`config.mk`:
```
export PLATFORM = sky130hd
export DESIGN_NAME = ext_irq_ctrl
export DESIGN_NICKNAME = d
export VERILOG_FILES = /design/src/rtl/ext_irq_ctrl.sv
export SDC_FILE = /design/constraint.sdc
export NUM_CORES = 1
export LEC_CHECK = 0
export CORE_MARGIN = 4
export CORE_UTILIZATION = 57
export DETAILED_ROUTE_END_ITERATION = 12
export PLACE_DENSITY = 0.87
export SYNTH_ARGS = -nofsm -noshare
export SYNTH_HDL_FRONTEND = slang
export SYNTH_SLANG_ARGS = --single-unit
```
`constraint.sdc`:
```
create_clock -name clk -period 28.4 [get_ports clk]
set_clock_uncertainty 0.1 [all_clocks]
set_input_delay 5.68 -clock clk [delete_from_list [all_inputs] [get_ports clk]]
set_output_delay 5.68 -clock clk [all_outputs]
set_load 0.02 [all_outputs]
```
`src/rtl/ext_irq_ctrl.sv`:
```
module ext_irq_ctrl #(
  parameter int NSRC   = 8,
  parameter int PRIO_W = 4,
  parameter int ADDR_W = 7
) (
  input  logic              clk,
  input  logic              rst_n,
  input  logic [NSRC-1:0]   irq_in,
  input  logic              reg_we,
  input  logic [ADDR_W-1:0] reg_addr,
  input  logic [31:0]       reg_wdata,
  output logic [31:0]       reg_rdata,
  output logic              ext_irq,
  output logic [7:0]        claim_id,
  output logic [31:0]       handler_addr
);
  localparam int ID_W      = 8;
  localparam int IDX_W     = ADDR_W - 2;
  localparam int PRIO_BASE = 8;
  localparam logic [IDX_W-1:0] A_BASE = IDX_W'(0);
  localparam logic [IDX_W-1:0] A_THR  = IDX_W'(1);
  localparam logic [IDX_W-1:0] A_EN   = IDX_W'(2);
  localparam logic [IDX_W-1:0] A_POL  = IDX_W'(3);
  localparam logic [IDX_W-1:0] A_MODE = IDX_W'(4);
  localparam logic [IDX_W-1:0] A_PEND = IDX_W'(5);
  localparam logic [IDX_W-1:0] A_CLR  = IDX_W'(6);
  localparam logic [IDX_W-1:0] A_HADR = IDX_W'(7);

  logic [IDX_W-1:0]  idx;
  logic [21:0]       base_q;
  logic [PRIO_W-1:0] thr_q;
  logic [NSRC-1:0]   en_q, pol_q, mode_q, pend_q, prev_q, raw, clr_vec;
  logic [PRIO_W-1:0] prio_q [NSRC];
  logic [ID_W-1:0]   best_id, claim_q;
  logic [PRIO_W-1:0] best_p;
  logic              irq_q;

  assign idx = reg_addr[ADDR_W-1:2];
  assign raw = irq_in ^ pol_q;

  always_ff @(posedge clk) begin
    if (!rst_n) begin
      base_q <= '0;
      thr_q  <= '0;
      en_q   <= '0;
      pol_q  <= '0;
      mode_q <= '0;
    end else if (reg_we) begin
      case (idx)
        A_BASE: base_q <= reg_wdata[31:10];
        A_THR:  thr_q  <= reg_wdata[PRIO_W-1:0];
        A_EN:   en_q   <= reg_wdata[NSRC-1:0];
        A_POL:  pol_q  <= reg_wdata[NSRC-1:0];
        A_MODE: mode_q <= reg_wdata[NSRC-1:0];
        default: ;
      endcase
    end
  end

  for (genvar i = 0; i < NSRC; i++) begin : g_src
    localparam logic [ID_W-1:0]  MY_IDX = ID_W'(i);
    localparam logic [ID_W-1:0]  MY_ID  = ID_W'(i + 1);
    localparam logic [IDX_W-1:0] MY_PA  = IDX_W'(PRIO_BASE + i);

    assign clr_vec[i] = reg_we && idx == A_CLR && reg_wdata[ID_W-1:0] == MY_IDX;

    always_ff @(posedge clk) begin
      if (!rst_n) begin
        prio_q[i] <= '0;
        pend_q[i] <= 1'b0;
        prev_q[i] <= 1'b0;
      end else begin
        if (reg_we && idx == MY_PA) prio_q[i] <= reg_wdata[PRIO_W-1:0];
        prev_q[i] <= raw[i];
        if (mode_q[i]) pend_q[i] <= (pend_q[i] & ~clr_vec[i]) | (raw[i] & ~prev_q[i]);
        else           pend_q[i] <= raw[i];
      end
    end

    assert_level_track_R2: assert property (@(posedge clk) disable iff (!rst_n)
      armed && !$past(mode_q[i]) |-> pend_q[i] == ($past(irq_in[i]) ^ $past(pol_q[i])));

    assert_edge_hold_R4: assert property (@(posedge clk) disable iff (!rst_n)
      armed && $past(mode_q[i]) && $past(pend_q[i]) && !$past(clr_vec[i]) |-> pend_q[i]);

    assert_claim_eligible_R7: assert property (@(posedge clk) disable iff (!rst_n)
      armed && claim_q == MY_ID |-> $past(pend_q[i] && en_q[i] && prio_q[i] > thr_q));
  end

  always_comb begin
    best_id = '0;
    best_p  = thr_q;
    for (int i = 0; i < NSRC; i++) begin
      if (pend_q[i] && en_q[i] && prio_q[i] > best_p) begin
        best_p  = prio_q[i];
        best_id = ID_W'(i + 1);
      end
    end
  end

  always_ff @(posedge clk) begin
    if (!rst_n) begin
      claim_q <= '0;
      irq_q   <= 1'b0;
    end else begin
      claim_q <= best_id;
      irq_q   <= best_id != '0;
    end
  end

  assign claim_id     = claim_q;
  assign ext_irq      = irq_q;
  assign handler_addr = {base_q, claim_q, 2'b00};

  always_comb begin
    reg_rdata = '0;
    case (idx)
      A_BASE: reg_rdata = {base_q, 10'b0};
      A_THR:  reg_rdata = 32'(thr_q);
      A_EN:   reg_rdata = 32'(en_q);
      A_POL:  reg_rdata = 32'(pol_q);
      A_MODE: reg_rdata = 32'(mode_q);
      A_PEND: reg_rdata = 32'(pend_q);
      A_HADR: reg_rdata = handler_addr;
      default:
        for (int i = 0; i < NSRC; i++)
          if (idx == IDX_W'(PRIO_BASE + i)) reg_rdata = 32'(prio_q[i]);
    endcase
  end

  logic armed;
  always_ff @(posedge clk) armed <= rst_n;

  assert_irq_has_claim_R8: assert property (@(posedge clk) disable iff (!rst_n)
    armed && ext_irq |-> $past(pend_q & en_q) != '0);

  assert_claim_range_R7: assert property (@(posedge clk) disable iff (!rst_n)
    claim_q <= ID_W'(NSRC));
endmodule

```
==> impl_summary.log <==
[metrics] result of the run: completed
[metrics] Fmax: 66.9 MHz
[metrics] number of sinks handled by clock tree synthesis: 103
[metrics] worst setup path category: primary input to output port
[metrics] floorplan die area: 12800 sq um
[metrics] top cells by area, synth: sky130_fd_sc_hd__dfxtp_1 23%, sky130_fd_sc_hd__edfxtp_1 15%, sky130_fd_sc_hd__nand2_1 7.8%
[metrics] CTS tree: done
[metrics] wire length of the first global-routing pass: 28.8 mm
[metrics] count of unresolved DRC violations after routing: 0
[metrics] routed via count divided by cell count: 6.28
[metrics] Cell Area, Synth: 6280 sq um
[metrics] worst hold margin: 0.376 ns
[metrics] H-tree level count: 3
[metrics] Starting DRT DRC Count: 756
[metrics] Most Frequent Cell on Critical Path: sky130_fd_sc_hd__clkdlybuf4s50_1
[metrics] antenna violations before repair: 0
[metrics] worst vdd ir: 0.0245 mV
[metrics] Antenna Cells: 0
[metrics] Slew HR: 0.266
[metrics] total instance count after detailed placement: 957
[metrics] placeable core area: 10800 sq um
[metrics] number of global-route vias before repair: 5992
[metrics] estimated wirelength of the detail-placed design: 13.3 mm
[metrics] YS warnings: 0
[metrics] Boundary Pins: 123
[metrics] number of enable flip-flop cells after synthesis: 32
[metrics] LEAKAGE: 2.83 nW
[metrics] Critical Path Start: reg_addr[3]
[metrics] Area growth, synth to finish: 19.3%
[metrics] starting density of the core: 0.582
[metrics] count of endpoints failing setup in the final report: 0
[metrics] most common library cell in the layout ignoring fill and taps: sky130_fd_sc_hd__nand2_1
[metrics] hold buffer count at cts: 0
[metrics] final cell count without fillers: 971
[metrics] largest stage delay on the critical path: 0.86 ns
[metrics] clock latency on the worst-skew pair: 0.37 ns
[metrics] cts bufs inserted: 9
[metrics] Final Routed Wirelength: 17.8 mm
[metrics] Tcrit/Tclk final: 0.527
[metrics] number of buffers on the longest clock path: 2
[metrics] endpoint type of the worst setup path: output port
[metrics] hold path startpoint: base_q[1]
[metrics] via count: 6096
[metrics] CP max stage cell: sky130_fd_sc_hd__clkdlybuf4s50_1
[metrics] Arrival @ worst endpoint: 9.18 ns
[metrics] leading area contributor after synthesis: sky130_fd_sc_hd__dfxtp_1
[metrics] final design utilization: 0.695
[metrics] setup repair after global routing missed its margin: false
[metrics] actual transition at the worst max-transition pin: 1.09 ns
[metrics] Wirelength per Cell: 18.3 um
[metrics] Required @ worst endpoint: 22.62 ns
[metrics] register clock-pin slew on the reported worst setup and hold paths: 0.09 ns
[metrics] Initial DRT Pass Iterations: 6
[metrics] PnR Total Power: 0.284 mW
[metrics] count of different cell masters after synthesis: 71
[metrics] chip height: 113 um
[metrics] floorplan row count: 38
[metrics] post-synthesis area per instance: 8.35 sq um
[metrics] # Max-Cap Violations: 0
[metrics] Final Slew Violations: 0
[metrics] setup bufs post-CTS: 0
[metrics] ratio of total power to cell area: 37.9 nW/um^2
[metrics] remaining global-route overflow: 0
[metrics] maximum number of pins on one net before global-route repair: 64
[metrics] number of port buffers: 106
[metrics] number of cells produced by synthesis: 752
[metrics] Worst Setup Start Kind: primary input
[metrics] share of the synthesized area in the top cell type: 0.226
[metrics] synthesized flop and latch total: 103
[metrics] Top FF cell, synth: sky130_fd_sc_hd__dfxtp_1
[metrics] Resize count post-CTS: 0
[metrics] shortest clock period the worst path allows after layout: 14.96 ns
[metrics] final RePlAce weighted congestion: 0.889
[metrics] aggregate negative setup slack: 0 ns
[metrics] FF-to-FF setup slack: 14.76 ns
[metrics] horizontal die dimension: 113 um
[metrics] worst hold path class: flip-flop to flip-flop
[metrics] R2R Path Start: thr_q[2]
[metrics] Final ANT Viol Nets: 0
[metrics] series of cell instances along the critical path: clkdlybuf4s50_1 -> or3b_2 -> nor3_2 -> a222oi_1 -> nand3_1 -> a21oi_1 -> nand2_1 -> clkdlybuf4s50_1
[metrics] share of synthesized flip-flops with an asynchronous set or reset: 0
[metrics] share of post-route cells with drive strength above 1: 0.0650
[metrics] root buffer cell: sky130_fd_sc_hd__clkbuf_8
[metrics] global router's overall resource usage: 0.277
[metrics] final hold vios: 0
[metrics] Critical Path Fanout Max: 17
[metrics] commonest cells after routing, fill and taps aside: 131 x sky130_fd_sc_hd__nand2_1, 106 x sky130_fd_sc_hd__clkdlybuf4s50_1, 71 x sky130_fd_sc_hd__dfxtp_1, 67 x sky130_fd_sc_hd__a21oi_1, 57 x sky130_fd_sc_hd__nand3_1
[metrics] final net count: 904
[metrics] sequential share of the synthesized area: 0.379
## final timing paths
check	endpoint	depth (start not counted)
max	reg_rdata[0]	8
min	base_q[1]	2
max reg2reg	ext_irq	58
min reg2reg	base_q[1]	2
## registers in the layout, indices dropped and copies added, names as in the netlist, 4 cells and up
name / cells
prev_q: 8
pend_q: 8
prio_q: 32
en_q: 8
base_q: 22
claim_id: 4
thr_q: 4
pol_q: 8
mode_q: 8
## power breakdown
part           switching (mW)  internal [mW]  leakage [nW]
logic                  0.0212         0.0152          1.86
clock network          0.0472         0.0397        0.0920
registers             0.00511          0.156         0.882
total                  0.0735          0.211          2.83
## cell usage after synthesis (3+ instances only)
cell type / count
sky130_fd_sc_hd__nor3_1: 11
sky130_fd_sc_hd__a221o_1: 4
sky130_fd_sc_hd__edfxtp_1: 32
sky130_fd_sc_hd__a221oi_1: 6
sky130_fd_sc_hd__mux2i_1: 7
sky130_fd_sc_hd__clkbuf_1: 37
sky130_fd_sc_hd__nor2_1: 31
sky130_fd_sc_hd__xnor2_1: 7
sky130_fd_sc_hd__buf_4: 16
sky130_fd_sc_hd__o21ai_0: 12
sky130_fd_sc_hd__inv_1: 28
sky130_fd_sc_hd__a31oi_1: 7
sky130_fd_sc_hd__or2_2: 3
sky130_fd_sc_hd__nand3_1: 57
sky130_fd_sc_hd__and3_1: 35
sky130_fd_sc_hd__mux2_4: 4
sky130_fd_sc_hd__o2111ai_1: 5
sky130_fd_sc_hd__and2_1: 27
sky130_fd_sc_hd__mux2_2: 10
sky130_fd_sc_hd__o21a_1: 8
sky130_fd_sc_hd__a21o_1: 4
sky130_fd_sc_hd__nand4_1: 6
sky130_fd_sc_hd__nor2b_1: 9
sky130_fd_sc_hd__ha_1: 26
sky130_fd_sc_hd__o2bb2ai_1: 5
sky130_fd_sc_hd__o22ai_1: 3
sky130_fd_sc_hd__dfxtp_1: 71
sky130_fd_sc_hd__a21oi_1: 67
sky130_fd_sc_hd__xor2_1: 3
sky130_fd_sc_hd__nand2_1: 131
sky130_fd_sc_hd__o21ai_1: 3
sky130_fd_sc_hd__nor3b_1: 6
sky130_fd_sc_hd__a22oi_1: 18
sky130_fd_sc_hd__nand2b_1: 4
## logic make-up (layout without fill, tap and decap cells)
group           after synthesis  after routing  synth area share
other cells                   1             12          0.000597
compound gates              172            172             0.191
buf+inv                      85            153            0.0615
flops                       103            103             0.379
mux                          22             22            0.0404
simple gates                333            333             0.261
xor+xnor                     10             10            0.0139
fa+ha+maj                    26             26            0.0518
## routing by layer
| metal | track usage | part of all wire | routed length [um] |
|---|---|---|---|
| met1 | 0.336 | 0.38 | 6830 |
| met2 | 0.468 | 0.48 | 8460 |
| met3 | 0.0679 | 0.10 | 1820 |
| met4 | 0.118 | 0.037 | 656 |
| met5 | 0 | 0 | 0 |
## worst max-delay path: cells and delay by family
family / cells / cell delay [ns]
buf+inv: 2 / 1.46
compound gates: 2 / 0.37
simple gates: 4 / 1.65
## through the flow
stage / worst slack, ns / area (sq um)
after detailed placement: 13.53 / 7320
final: 13.44 / 7500
after global placement: 13.57 / 7320
after floorplan: 15.33 / 6320
after CTS: 13.53 / 7490
after global routing: 13.34 / 7500
## final cells by class
class / count / area (sq um)
multi-input combinational: 575 / 3560
fill: 824 / 3300
sequential: 103 / 2380
timing repair buffer: 110 / 1090
tap: 140 / 175
clock buffer: 10 / 128
inverter: 29 / 109
clock inverter: 4 / 48.8
No activity file was read; power rests on OpenSTA's default activity.
